<file path="src/rtl/cap_pkg.sv">
package cap_pkg;
   localparam int RIGHT_WRCAP = 4;
   localparam int RIGHT_RDCAP = 5;

   typedef enum logic [2:0] {
      ST_IDLE,
      ST_CAPRD,
      ST_ENT0,
      ST_ENT1,
      ST_ENT2,
      ST_STWR
   } lsu_state_t;

   typedef enum logic [1:0] {
      FC_NONE   = 2'd0,
      FC_RIGHTS = 2'd1,
      FC_BOUNDS = 2'd2,
      FC_CHKSUM = 2'd3
   } fault_code_t;
endpackage

</file>
<file path="src/rtl/cap_regfile.sv">
module cap_regfile #(
   parameter int NREG = 8,
   parameter int CW   = 48,
   parameter int IW   = 16,
   localparam int SW  = $clog2(NREG)
) (
   input  logic          clk,
   input  logic          rst_n,
   input  logic          pre_we,
   input  logic [SW-1:0] pre_sel,
   input  logic [CW-1:0] pre_cap,
   input  logic [IW-1:0] pre_idx,
   input  logic          ld_we,
   input  logic [SW-1:0] ld_sel,
   input  logic [CW-1:0] ld_cap,
   input  logic [IW-1:0] ld_idx,
   input  logic [SW-1:0] a_sel,
   output logic [CW-1:0] a_cap,
   input  logic [SW-1:0] b_sel,
   output logic [CW-1:0] b_cap,
   output logic [IW-1:0] b_idx,
   input  logic [SW-1:0] c_sel,
   output logic [CW-1:0] c_cap,
   output logic [IW-1:0] c_idx
);
   logic [CW-1:0] cap_q [NREG];
   logic [IW-1:0] idx_q [NREG];

   generate
      if (NREG < 2) begin : g_bad_nreg
         $error("cap_regfile: NREG must be at least 2");
      end
      for (genvar g = 0; g < NREG; g++) begin : g_slot
         always_ff @(posedge clk or negedge rst_n) begin
            if (!rst_n) begin
               cap_q[g] <= '0;
               idx_q[g] <= '0;
            end else if (ld_we && ld_sel == SW'(g)) begin
               cap_q[g] <= ld_cap;
               idx_q[g] <= ld_idx;
            end else if (pre_we && pre_sel == SW'(g)) begin
               cap_q[g] <= pre_cap;
               idx_q[g] <= pre_idx;
            end
         end
      end
   endgenerate

   assign a_cap = cap_q[a_sel];
   assign b_cap = cap_q[b_sel];
   assign b_idx = idx_q[b_sel];
   assign c_cap = cap_q[c_sel];
   assign c_idx = idx_q[c_sel];

   // presets are gated by idle, loads commit only while busy
   assert_ld_pre_excl_R12: assert property (@(posedge clk) disable iff (!rst_n)
      !(ld_we && pre_we));
endmodule

</file>
<file path="src/rtl/cap_gate.sv">
module cap_gate #(
   parameter int AW           = 24,
   parameter int LW           = 16,
   parameter int RW           = 8,
   parameter bit BOUNDS_CHECK = 1'b1,
   localparam int CW          = AW + LW + RW
) (
   input  logic [CW-1:0] seg_cap,
   input  logic          is_store,
   input  logic [LW-1:0] off,
   output logic          ok,
   output logic [1:0]    code,
   output logic [AW-1:0] addr
);
   import cap_pkg::*;

   logic [RW-1:0] rights;
   logic [LW-1:0] limit;
   logic [AW-1:0] base;
   logic          rights_ok;
   logic          in_bounds;

   assign rights = seg_cap[RW-1:0];
   assign limit  = seg_cap[RW+LW-1:RW];
   assign base   = seg_cap[CW-1:RW+LW];

   generate
      if (RIGHT_RDCAP >= RW || RIGHT_WRCAP >= RW) begin : g_bad_rw
         $error("cap_gate: rights field too narrow");
      end
      if (BOUNDS_CHECK) begin : g_bounds
         assign in_bounds = off < limit;
      end else begin : g_nobounds
         assign in_bounds = 1'b1;
      end
   endgenerate

   assign rights_ok = is_store ? rights[RIGHT_WRCAP] : rights[RIGHT_RDCAP];
   assign ok        = rights_ok && in_bounds;
   assign addr      = base + AW'(off);

   always_comb begin
      if (!rights_ok)      code = FC_RIGHTS;
      else if (!in_bounds) code = FC_BOUNDS;
      else                 code = FC_NONE;
   end
endmodule

</file>
<file path="src/rtl/cap_seq.sv">
module cap_seq #(
   parameter int AW   = 24,
   parameter int DW   = 24,
   parameter int LW   = 16,
   parameter int RW   = 8,
   parameter int IW   = 16,
   parameter int NREG = 8,
   parameter int LOCK_BIT = 23,
   localparam int SW  = $clog2(NREG),
   localparam int CW  = AW + LW + RW
) (
   input  logic          clk,
   input  logic          rst_n,
   input  logic          op_valid,
   input  logic          op_store,
   input  logic [SW-1:0] op_dst,
   input  logic          gate_ok,
   input  logic [1:0]    gate_code,
   input  logic [AW-1:0] gate_addr,
   input  logic [RW-1:0] src_rights,
   input  logic [IW-1:0] src_idx,
   input  logic [AW-1:0] tbl_base,
   output logic          mem_req,
   output logic          mem_we,
   output logic [AW-1:0] mem_addr,
   output logic [DW-1:0] mem_wdata,
   input  logic [DW-1:0] mem_rdata,
   input  logic          mem_ready,
   output logic          ld_we,
   output logic [SW-1:0] ld_sel,
   output logic [CW-1:0] ld_cap,
   output logic [IW-1:0] ld_idx,
   output logic          busy,
   output logic          done,
   output logic          fault,
   output logic          trap,
   output logic [1:0]    fault_code
);
   import cap_pkg::*;

   lsu_state_t    st_q;
   logic [AW-1:0] addr_q;
   logic [DW-1:0] wd_q;
   logic [DW-1:0] w0_q, w1_q;
   logic [RW-1:0] rights_q;
   logic [IW-1:0] idx_q;
   logic [SW-1:0] dst_q;
   logic          done_q, fault_q, trap_q;
   logic [1:0]    code_q;
   logic [AW-1:0] ent_addr;
   logic          locked, sum_bad;

   generate
      if (RW + IW != DW) begin : g_bad_fmt
         $error("cap_seq: rights plus index must fill one word");
      end
      if (AW < DW || LOCK_BIT >= DW || LOCK_BIT < LW) begin : g_bad_lock
         $error("cap_seq: lock bit or address width out of range");
      end
   endgenerate

   assign ent_addr = tbl_base + AW'({mem_rdata[IW-1:0], 1'b0}) + AW'(mem_rdata[IW-1:0]);
   assign locked   = w1_q[LOCK_BIT];
   assign sum_bad  = (w0_q ^ w1_q) != mem_rdata;

   always_ff @(posedge clk or negedge rst_n) begin
      if (!rst_n) begin
         st_q     <= ST_IDLE;
         addr_q   <= '0;
         wd_q     <= '0;
         w0_q     <= '0;
         w1_q     <= '0;
         rights_q <= '0;
         idx_q    <= '0;
         dst_q    <= '0;
         done_q   <= 1'b0;
         fault_q  <= 1'b0;
         trap_q   <= 1'b0;
         code_q   <= FC_NONE;
      end else begin
         done_q  <= 1'b0;
         fault_q <= 1'b0;
         trap_q  <= 1'b0;
         unique case (st_q)
            ST_IDLE: begin
               if (op_valid) begin
                  dst_q <= op_dst;
                  if (!gate_ok) begin
                     fault_q <= 1'b1;
                     code_q  <= gate_code;
                  end else begin
                     addr_q <= gate_addr;
                     if (op_store) begin
                        wd_q <= {src_rights, src_idx};
                        st_q <= ST_STWR;
                     end else begin
                        st_q <= ST_CAPRD;
                     end
                  end
               end
            end
            ST_CAPRD: if (mem_ready) begin
               rights_q <= mem_rdata[DW-1:IW];
               idx_q    <= mem_rdata[IW-1:0];
               addr_q   <= ent_addr;
               st_q     <= ST_ENT0;
            end
            ST_ENT0: if (mem_ready) begin
               w0_q   <= mem_rdata;
               addr_q <= addr_q + AW'(1);
               st_q   <= ST_ENT1;
            end
            ST_ENT1: if (mem_ready) begin
               w1_q   <= mem_rdata;
               addr_q <= addr_q + AW'(1);
               st_q   <= ST_ENT2;
            end
            ST_ENT2: if (mem_ready) begin
               st_q <= ST_IDLE;
               if (locked) begin
                  trap_q <= 1'b1;
               end else if (sum_bad) begin
                  fault_q <= 1'b1;
                  code_q  <= FC_CHKSUM;
               end else begin
                  done_q <= 1'b1;
               end
            end
            ST_STWR: if (mem_ready) begin
               st_q   <= ST_IDLE;
               done_q <= 1'b1;
            end
            default: st_q <= ST_IDLE;
         endcase
      end
   end

   assign ld_we  = (st_q == ST_ENT2) && mem_ready && !locked && !sum_bad;
   assign ld_sel = dst_q;
   assign ld_cap = {w0_q[AW-1:0], w1_q[LW-1:0], rights_q};
   assign ld_idx = idx_q;

   assign mem_req    = (st_q != ST_IDLE);
   assign mem_we     = (st_q == ST_STWR);
   assign mem_addr   = addr_q;
   assign mem_wdata  = wd_q;
   assign busy       = (st_q != ST_IDLE);
   assign done       = done_q;
   assign fault      = fault_q;
   assign trap       = trap_q;
   assign fault_code = code_q;

   // one ending pulse at a time, each lasting a single cycle
   assert_resp_onehot_R11: assert property (@(posedge clk) disable iff (!rst_n)
      $onehot0({done, fault, trap}));
   assert_done_pulse_R11: assert property (@(posedge clk) disable iff (!rst_n)
      done |=> !done);
   assert_trap_pulse_R9: assert property (@(posedge clk) disable iff (!rst_n)
      trap |=> !trap);
   // a stalled request holds its attributes
   assert_req_hold_R11: assert property (@(posedge clk) disable iff (!rst_n)
      (mem_req && !mem_ready) |=> (mem_req && $stable(mem_addr) && $stable(mem_we)
                                   && $stable(mem_wdata)));
   // an operation rejected by the gate never reaches memory
   assert_reject_no_mem_R6: assert property (@(posedge clk) disable iff (!rst_n)
      (!busy && op_valid && !gate_ok) |=> (!mem_req && fault));
   // a locked entry never commits a register write
   assert_lock_no_commit_R9: assert property (@(posedge clk) disable iff (!rst_n)
      ld_we |=> (done && !trap));
endmodule

</file>
<file path="src/rtl/cap_ldst_unit.sv">
module cap_ldst_unit #(
   parameter int AW           = 24,
   parameter int DW           = 24,
   parameter int LW           = 16,
   parameter int RW           = 8,
   parameter int IW           = 16,
   parameter int NREG         = 8,
   parameter bit BOUNDS_CHECK = 1'b1,
   localparam int SW          = $clog2(NREG),
   localparam int CW          = AW + LW + RW
) (
   input  logic          clk,
   input  logic          rst_n,
   input  logic          op_valid,
   input  logic          op_store,
   input  logic [SW-1:0] op_dst,
   input  logic [SW-1:0] op_seg,
   input  logic [LW-1:0] op_off,
   input  logic [AW-1:0] tbl_base,
   input  logic          pre_we,
   input  logic [SW-1:0] pre_sel,
   input  logic [CW-1:0] pre_cap,
   input  logic [IW-1:0] pre_idx,
   input  logic [SW-1:0] rd_sel,
   output logic [CW-1:0] rd_cap,
   output logic [IW-1:0] rd_idx,
   output logic          mem_req,
   output logic          mem_we,
   output logic [AW-1:0] mem_addr,
   output logic [DW-1:0] mem_wdata,
   input  logic [DW-1:0] mem_rdata,
   input  logic          mem_ready,
   output logic          busy,
   output logic          done,
   output logic          fault,
   output logic          trap,
   output logic [1:0]    fault_code
);
   logic          ld_we;
   logic [SW-1:0] ld_sel;
   logic [CW-1:0] ld_cap;
   logic [IW-1:0] ld_idx;
   logic [CW-1:0] seg_cap;
   logic [CW-1:0] src_cap;
   logic [IW-1:0] src_idx;
   logic          gate_ok;
   logic [1:0]    gate_code;
   logic [AW-1:0] gate_addr;
   logic          pre_ok;

   assign pre_ok = pre_we && !busy;

   cap_regfile #(.NREG(NREG), .CW(CW), .IW(IW)) u_rf (
      .clk(clk), .rst_n(rst_n),
      .pre_we(pre_ok), .pre_sel(pre_sel), .pre_cap(pre_cap), .pre_idx(pre_idx),
      .ld_we(ld_we), .ld_sel(ld_sel), .ld_cap(ld_cap), .ld_idx(ld_idx),
      .a_sel(op_seg), .a_cap(seg_cap),
      .b_sel(op_dst), .b_cap(src_cap), .b_idx(src_idx),
      .c_sel(rd_sel), .c_cap(rd_cap), .c_idx(rd_idx)
   );

   cap_gate #(.AW(AW), .LW(LW), .RW(RW), .BOUNDS_CHECK(BOUNDS_CHECK)) u_gate (
      .seg_cap(seg_cap), .is_store(op_store), .off(op_off),
      .ok(gate_ok), .code(gate_code), .addr(gate_addr)
   );

   cap_seq #(.AW(AW), .DW(DW), .LW(LW), .RW(RW), .IW(IW), .NREG(NREG)) u_seq (
      .clk(clk), .rst_n(rst_n),
      .op_valid(op_valid), .op_store(op_store), .op_dst(op_dst),
      .gate_ok(gate_ok), .gate_code(gate_code), .gate_addr(gate_addr),
      .src_rights(src_cap[RW-1:0]), .src_idx(src_idx), .tbl_base(tbl_base),
      .mem_req(mem_req), .mem_we(mem_we), .mem_addr(mem_addr),
      .mem_wdata(mem_wdata), .mem_rdata(mem_rdata), .mem_ready(mem_ready),
      .ld_we(ld_we), .ld_sel(ld_sel), .ld_cap(ld_cap), .ld_idx(ld_idx),
      .busy(busy), .done(done), .fault(fault), .trap(trap), .fault_code(fault_code)
   );

   // a preset presented during an operation leaves memory traffic untouched
   assert_pre_busy_R12: assert property (@(posedge clk) disable iff (!rst_n)
      (busy && pre_we && mem_req && !mem_ready) |=> $stable(mem_addr));
endmodule

</file>
<file path="config.mk">
export PLATFORM = sky130hd
export DESIGN_NAME = cap_ldst_unit
export DESIGN_NICKNAME = d
export VERILOG_FILES = /design/src/rtl/cap_pkg.sv /design/src/rtl/cap_regfile.sv /design/src/rtl/cap_gate.sv /design/src/rtl/cap_seq.sv /design/src/rtl/cap_ldst_unit.sv
export SDC_FILE = /design/constraint.sdc
export NUM_CORES = 2
export LEC_CHECK = 0
export BUFFER_PORTS_ARGS = -buffer_cell sky130_fd_sc_hd__clkbuf_2
export CORE_MARGIN = 3
export CORE_UTILIZATION = 40
export DETAILED_ROUTE_END_ITERATION = 12
export PLACE_DENSITY_LB_ADDON = 0.15
export RECOVER_POWER = 50
export SYNTH_ARGS = -nofsm -noshare
export SYNTH_HDL_FRONTEND = slang
export SYNTH_HIERARCHICAL = 1
export SYNTH_SLANG_ARGS = --single-unit
</file>
<file path="constraint.sdc">
create_clock -name clk -period 3.4 [get_ports clk]
set_input_delay 0.68 -clock clk [delete_from_list [all_inputs] [get_ports clk]]
set_output_delay 0.68 -clock clk [all_outputs]
set_load 0.02 [all_outputs]
</file>
# Yosys cells after proc, flatten, opt, wreduce, memory -nomap -nowiden
# Index checks and enable logic that the tools add are counted.
# totals
reg_bits	643
in_bits	146
wordCells	202
# op_classes
n_eq_ne	31
n_bitwise	4
n_lt_le_gt_ge	4
muxes	83
addsub	4
n_reduce_logical	48
# ops
cell	count
$mux 48	20
$bmux 48 s3	3
$mux 16	20
$bmux 16 s3	2
$mux 24	4
$pmux 24 s3	1
$add 24x16->24	2
$eq 3x3->1 const B	10
$add 24x1->24 const B	1
$add 24x17->24	1
$ne 24x24->1	1
$xor 24x24->24	1
$logic_and 1x1->1	21
$mux 3	7
$eq 3x2->1 const B	6
$reduce_bool 2->1	9
$lt 16x16->1	1
$mux 8	2
$pmux 3 s5	1
$mux 2	7
$ne 2x2->1 const B	7
$mux 1	13
$ge 4x4->1 const B	3
$not 3->4	3
12 further kinds	28

# Longest topological paths before layout
# depth
word_depth	10
depth_mapped	20

# Hierarchy
# Netlist, hierarchy kept.
# modules_own_cells
mod	area_per_inst_um2	cells_each	instances
cap_regfile	34844.7	2985	1
cap_seq	7948.9	764	1
cap_gate	1413.9	192	1
cap_ldst_unit	13.8	1	1

# Worst setup path before layout
# OpenSTA, ideal clock, no wires.
# synth_timing
kind	input-to-reg
start	input port op_seg[0]
end	register u_seq.addr_q[7] (netlist: u_seq/mem_addr[7])
setup_slack_ns	-0.811
arrival_time_ns	4.072
cell_stages	18
setup_time_ns	0.138
n_path_buf	4
path_cell_list	buf_6 > buf_2 > mux4_1 > mux2_4 > inv_1 > ha_1 > a21o_1 > a21o_1 > a21oi_1 > o21ai_0 > a21oi_1 > nor2b_1 > a31oi_1 > or2_2 > buf_2 > buf_4 > a222oi_1 > a31oi_1
# synth_between
elab_chain_cells	8
# synth_lines
item	line_no	rtl
start: declaration	cap_ldst_unit.sv:17	input logic [SW-1:0] op_seg,
$not 3->4 (implied by the code)	cap_regfile.sv:49	assign a_cap = cap_q[a_sel];
$bmux 48 s3	cap_regfile.sv:49	
$mux 48 (implied by the code) (2 in a row)	cap_regfile.sv:49	
named net seg_cap[17]	cap_ldst_unit.sv:43	logic [CW-1:0] seg_cap;
$lt 16x16->1	cap_gate.sv:32	assign in_bounds = off < limit;
$logic_and 1x1->1	cap_gate.sv:39	assign ok = rights_ok && in_bounds;
named net gate_ok	cap_ldst_unit.sv:46	logic gate_ok;
$ne 2x1->1 (no source line)	-	
$reduce_and 5->1 (no source line)	-	
end signal: assignment	cap_seq.sv:92	addr_q <= gate_addr;
end signal: assignment	cap_seq.sv:105	addr_q <= ent_addr;
end signal: assignment	cap_seq.sv:110	addr_q <= addr_q + AW'(1);
end: declaration	cap_seq.sv:42	logic [AW-1:0] addr_q;
# The timed path passes the listed nets, and every way through them passes these cells. The select of a mux whose other input is x is not followed.
# A chain may end at the register's enable or synchronous reset.

# Final worst setup path
# layout_timing
start	input port op_seg[0]
end	register u_seq.addr_q[23] (netlist: u_seq/mem_addr[23])
# layout_between
elab_chain_cells	8
# layout_lines
item	line_no	rtl
$not 3->4 (implied by the code)	cap_regfile.sv:49	
$bmux 48 s3	cap_regfile.sv:49	
$mux 48 (implied by the code) (2 in a row)	cap_regfile.sv:49	
named net seg_cap[25]	cap_ldst_unit.sv:43	
$add 24x16->24	cap_gate.sv:40	assign addr = base + AW'(off);
named net gate_addr[23]	cap_ldst_unit.sv:48	logic [AW-1:0] gate_addr;
$mux 24	cap_seq.sv:88	if (!gate_ok) begin
$mux 24	cap_seq.sv:86	if (op_valid) begin
$pmux 24 s3	cap_seq.sv:84	unique case (st_q)
# The timed path passes the listed nets, and every way through them passes these cells. The select of a mux whose other input is x is not followed.

==> results.tsv <==
stage	metric	value	unit
status	outcome	complete, but fails checks	
status	failed_checks	max-capacitance violations, max-slew violations, negative setup slack	
worst_setup_path	crit_path_top_delay_cell	sky130_fd_sc_hd__mux4_2	
worst_hold_path	worst_hold_path_type	in2reg	
yosys	synthesis_warning_total	6	
worst_setup_path	criticalPathCategory	in2reg	
cells_and_area	drive_above_1_share	0.323	
floorplanning	number_of_core_rows	117	
worst_setup_path	worst_r2r_startpoint	u_rf/cap_q[213]	
worst_setup_path	critPathCaptureType	register	
yosys	net_count_after_synthesis	4003	
timing	finalSetupViolations	33	
floorplanning	die_y	328	µm
timing	final_hold_viol_count	0	
floorplanning	initial_core_util	0.406	
cells_and_area	fin_cells	5581	
worst_hold_path	holdPathStages	3	
drt	vias_per_cell	5.79	
cells_and_area	final_core_util	0.487	
floorplanning	top_level_ports	266	
placed_design	post-place-cells	5402	
pwr	pwr-share-clk	0.194	
clock_tree	library_cell_used_as_clock_root_buffer	sky130_fd_sc_hd__clkbuf_16	
clock_tree	tritoncts.num_buffers	78	
worst_setup_path	crit_family	compound AO/OA/AOI/OAI gates	
placed_design	placement.io_buffers	265	
global_route	global_route.usage.total	0.273	
timing	tightest_slew	1.93	ns
yosys	syn_area_per_cell	11.0	µm²
worst_setup_path	worst_path_largest_cell_delay	0.48	ns
clock_tree	cts-htree-levels	3	
pwr	pwr_density_cell	865	nW/µm²
worst_setup_path	reg2reg_slack	-0.09	ns
clock_tree	clock_tree.buffer_depth	3	
global_route	grt.met1_usage	0.390	
clock_tree	cts_hold_repair.buffers	0	
timing	max_freq	287	MHz
clock_tree	insertion_delay_to_the_later_sink_of_the_worst_skew_pair	0.67	ns
timing	timing.final.crit_share	1.03	
pwr	sequentialPowerShare	0.347	
drt	drc	0	
worst_setup_path	timing.rr.end	u_seq/mem_addr[7]	
timing	rsz0062_at_grt	true	
worst_hold_path	end_of_the_worst_hold_path	u_seq/rights_q[1]	
cells_and_area	syn2layout_area_growth	20.0	%
clock_tree	clkSlewWorstSetupHoldPaths	0.06	ns
global_route	grt_pass1_vias	31700	
drt	num_vias	32300	
worst_setup_path	cell_chain_critical_path	buf_16, buf_16, buf_12, buf_6, mux4_2, mux2_4, ha_4, a211oi_4, o21ai_2, nor2_4, o41ai_4, buf_4, a31oi_2, xnor2_2, a32oi_1, a31oi_1, nor3_2, o31ai_2	
pwr	ir_drop	0.461	mV
timing	finalWorstSetupSlack	-0.0851	ns
pwr	power_report.internal_total	26.6	mW
timing	slew-limit-headroom	-0.286	
job	maxcap_violations	3	
worst_setup_path	critical-path-top-cell-by-count	sky130_fd_sc_hd__buf_16	
drt	dr.first_iter.drc_count	3284	
worst_setup_path	cp_max_fo	8	
timing	final_max_slew_viol_count	85	
yosys	synthesis.area	41500	µm²
worst_setup_path	worst-endpoint-arrival	4.01	ns
worst_hold_path	worstHoldStart	mem_rdata[17]	
worst_setup_path	rr_worst_depth	14	
clock_tree	cts.sinks	643	
worst_setup_path	critical_path.startpoint_type	input port	
global_route	grt-busiest-layer	met2	
pwr	static_leak	22.6	nW
floorplanning	fp.dieW	328	µm
drt	wl_per_cell	26.8	µm
drt	drt-total-wl	149	mm
placed_design	routabilityCongestion	0.952	
drt	drtPass1Iterations	6	
floorplanning	core_region_area	102000	µm²
pwr	swShare	0.384	
yosys	netlist_instances	3789	
pwr	power.switching	16.6	mW
global_route	grt_use_met2	0.436	
pwr	finalPower	43.1	mW
global_route	grt_pass1_wl	220	mm
worst_setup_path	worst_setup_path_startpoint	op_seg[0]	
timing	fin_worst_skew	0.0426	ns
global_route	antenna_found_initial	12	
floorplanning	die_area	108000	µm²
pwr	power.share.combinational	0.459	
timing	timing.final.crit_period	3.49	ns
worst_setup_path	cp_data_required_time	3.93	ns
clock_tree	tritoncts_clock_tree	done	
cells_and_area	finalNetCount	4365	
global_route	grt_start_max_net_pins	91	
worst_setup_path	timing.critical_path.buf_inv	5	
drt	detail-route-antenna-nets	0	
placed_design	place.detailed.hpwl	102	mm
global_route	gr-total-overflow	0	
global_route	grt_util_met3	0.0478	
-- flip-flops by register name (all words and copies together) (netlist names), 2 cells and up --
| name | flops |
|---|---|
| u_rf/cap_q | 384 |
| u_rf/idx_q | 128 |
| u_seq/fault_code | 2 |
| u_seq/ld_idx | 16 |
| u_seq/ld_sel | 3 |
| u_seq/mem_addr | 24 |
| u_seq/mem_wdata | 24 |
| u_seq/rights_q | 8 |
| u_seq/st_q | 3 |
| u_seq/w0_q | 24 |
| u_seq/w1_q | 24 |
-- worst max-delay path by stage --
stage	to	slack [ns]	cells past startpoint
CTS	u_seq/mem_addr[23]	-0.08	17
global route	u_seq/mem_addr[23]	-0.17	18
global placement	u_seq/mem_addr[9]	-0.92	17
floorplan	u_seq/mem_addr[7]	-0.58	19
detailed placement	u_seq/mem_addr[9]	-0.96	17
finish	u_seq/mem_addr[23]	-0.09	18
-- layout by cell type, fill, tap and decap left out, types with 12 or more instances in the layout --
cell type,n
sky130_fd_sc_hd__dfrtp_1,640
sky130_fd_sc_hd__mux2i_1,513
sky130_fd_sc_hd__nand2_1,388
sky130_fd_sc_hd__buf_4,339
sky130_fd_sc_hd__a21oi_1,298
sky130_fd_sc_hd__nor2_1,297
sky130_fd_sc_hd__o21ai_1,267
sky130_fd_sc_hd__clkbuf_2,237
sky130_fd_sc_hd__mux4_2,235
sky130_fd_sc_hd__mux2_2,164
sky130_fd_sc_hd__clkbuf_16,80
sky130_fd_sc_hd__buf_12,75
sky130_fd_sc_hd__clkbuf_1,52
sky130_fd_sc_hd__mux2_4,42
sky130_fd_sc_hd__xnor2_1,41
sky130_fd_sc_hd__ha_1,37
sky130_fd_sc_hd__inv_1,31
sky130_fd_sc_hd__o21ai_0,26
sky130_fd_sc_hd__mux4_1,25
sky130_fd_sc_hd__nand4_1,23
sky130_fd_sc_hd__a21o_1,22
sky130_fd_sc_hd__nand3_1,19
sky130_fd_sc_hd__buf_6,17
sky130_fd_sc_hd__fa_1,16
sky130_fd_sc_hd__clkinv_2,14
sky130_fd_sc_hd__xor2_1,14
sky130_fd_sc_hd__clkbuf_8,13
sky130_fd_sc_hd__ha_4,13
sky130_fd_sc_hd__and3_1,12
sky130_fd_sc_hd__a21oi_2,12
sky130_fd_sc_hd__a31oi_1,12
sky130_fd_sc_hd__xnor3_1,12
-- area by class of cell --
| class | instances | area, µm² |
|---|---|---|
| multi-input cells | 2677 | 23600 |
| fillers | 9347 | 52500 |
| well taps | 1368 | 1710 |
| repair buffers | 715 | 5780 |
| diodes | 7 | 17.5 |
| flip-flops and latches | 643 | 16100 |
| inverters | 36 | 135 |
| clock inverters | 23 | 263 |
| clock buffers | 112 | 2240 |
-- metrics by stage --
stage                     area [µm²]  setup WS (ns)  hold WS, ns  TNS [ns]
after floorplan                41600         -0.581        0.384    -17.15
after global placement         46600         -0.923        0.489    -88.86
after detailed placement       46600         -0.958        0.483    -84.64
after CTS                      49600        -0.0826       0.0101    -0.567
after global routing           49800         -0.171        0.305     -4.59
final                          49800        -0.0851        0.309     -1.11
-- worst reg2reg max path: stages, from the launching register on --
cell                       delay, ns
sky130_fd_sc_hd__dfrtp_1        0.40
sky130_fd_sc_hd__mux4_2         0.47
sky130_fd_sc_hd__mux2_4         0.29
sky130_fd_sc_hd__inv_2          0.07
sky130_fd_sc_hd__ha_4           0.19
sky130_fd_sc_hd__a21o_1         0.17
sky130_fd_sc_hd__a21o_1         0.16
sky130_fd_sc_hd__a21oi_2        0.14
sky130_fd_sc_hd__o21ai_2        0.11
sky130_fd_sc_hd__a21oi_2        0.22
sky130_fd_sc_hd__nor2b_4        0.22
sky130_fd_sc_hd__a31oi_4        0.12
sky130_fd_sc_hd__or2_4          0.32
sky130_fd_sc_hd__a222oi_1       0.34
sky130_fd_sc_hd__a31oi_1        0.14
-- power groups by stage --
stage / logic (mW) / clock network (mW) / registers [mW]
finish: 19.8 / 8.36 / 15.0
global route: 21.2 / 8.83 / 15.5
CTS: 19.3 / 8.55 / 14.9
detailed placement: 18.8 / 0 / 15.0
global placement: 18.5 / 0 / 14.9
floorplan: 12.6 / 0 / 13.7
-- metal layers --
layer | wire, µm | vias up | share of wire
met3 | 10600 | 201 | 0.071
li1 | - | 14400 | -
met5 | 74 | - | 0.00050
met2 | 69800 | 1140 | 0.47
met4 | 3260 | 12 | 0.022
met1 | 65800 | 16500 | 0.44
-- timing repair --
item                       CTS  global route
cloned                       3             0
gates resized for setup     45            77
setup buffers               23            15
pin swaps                   15            32
setup endpoints to repair   47            78
No activity file was read; power rests on OpenSTA's default activity.
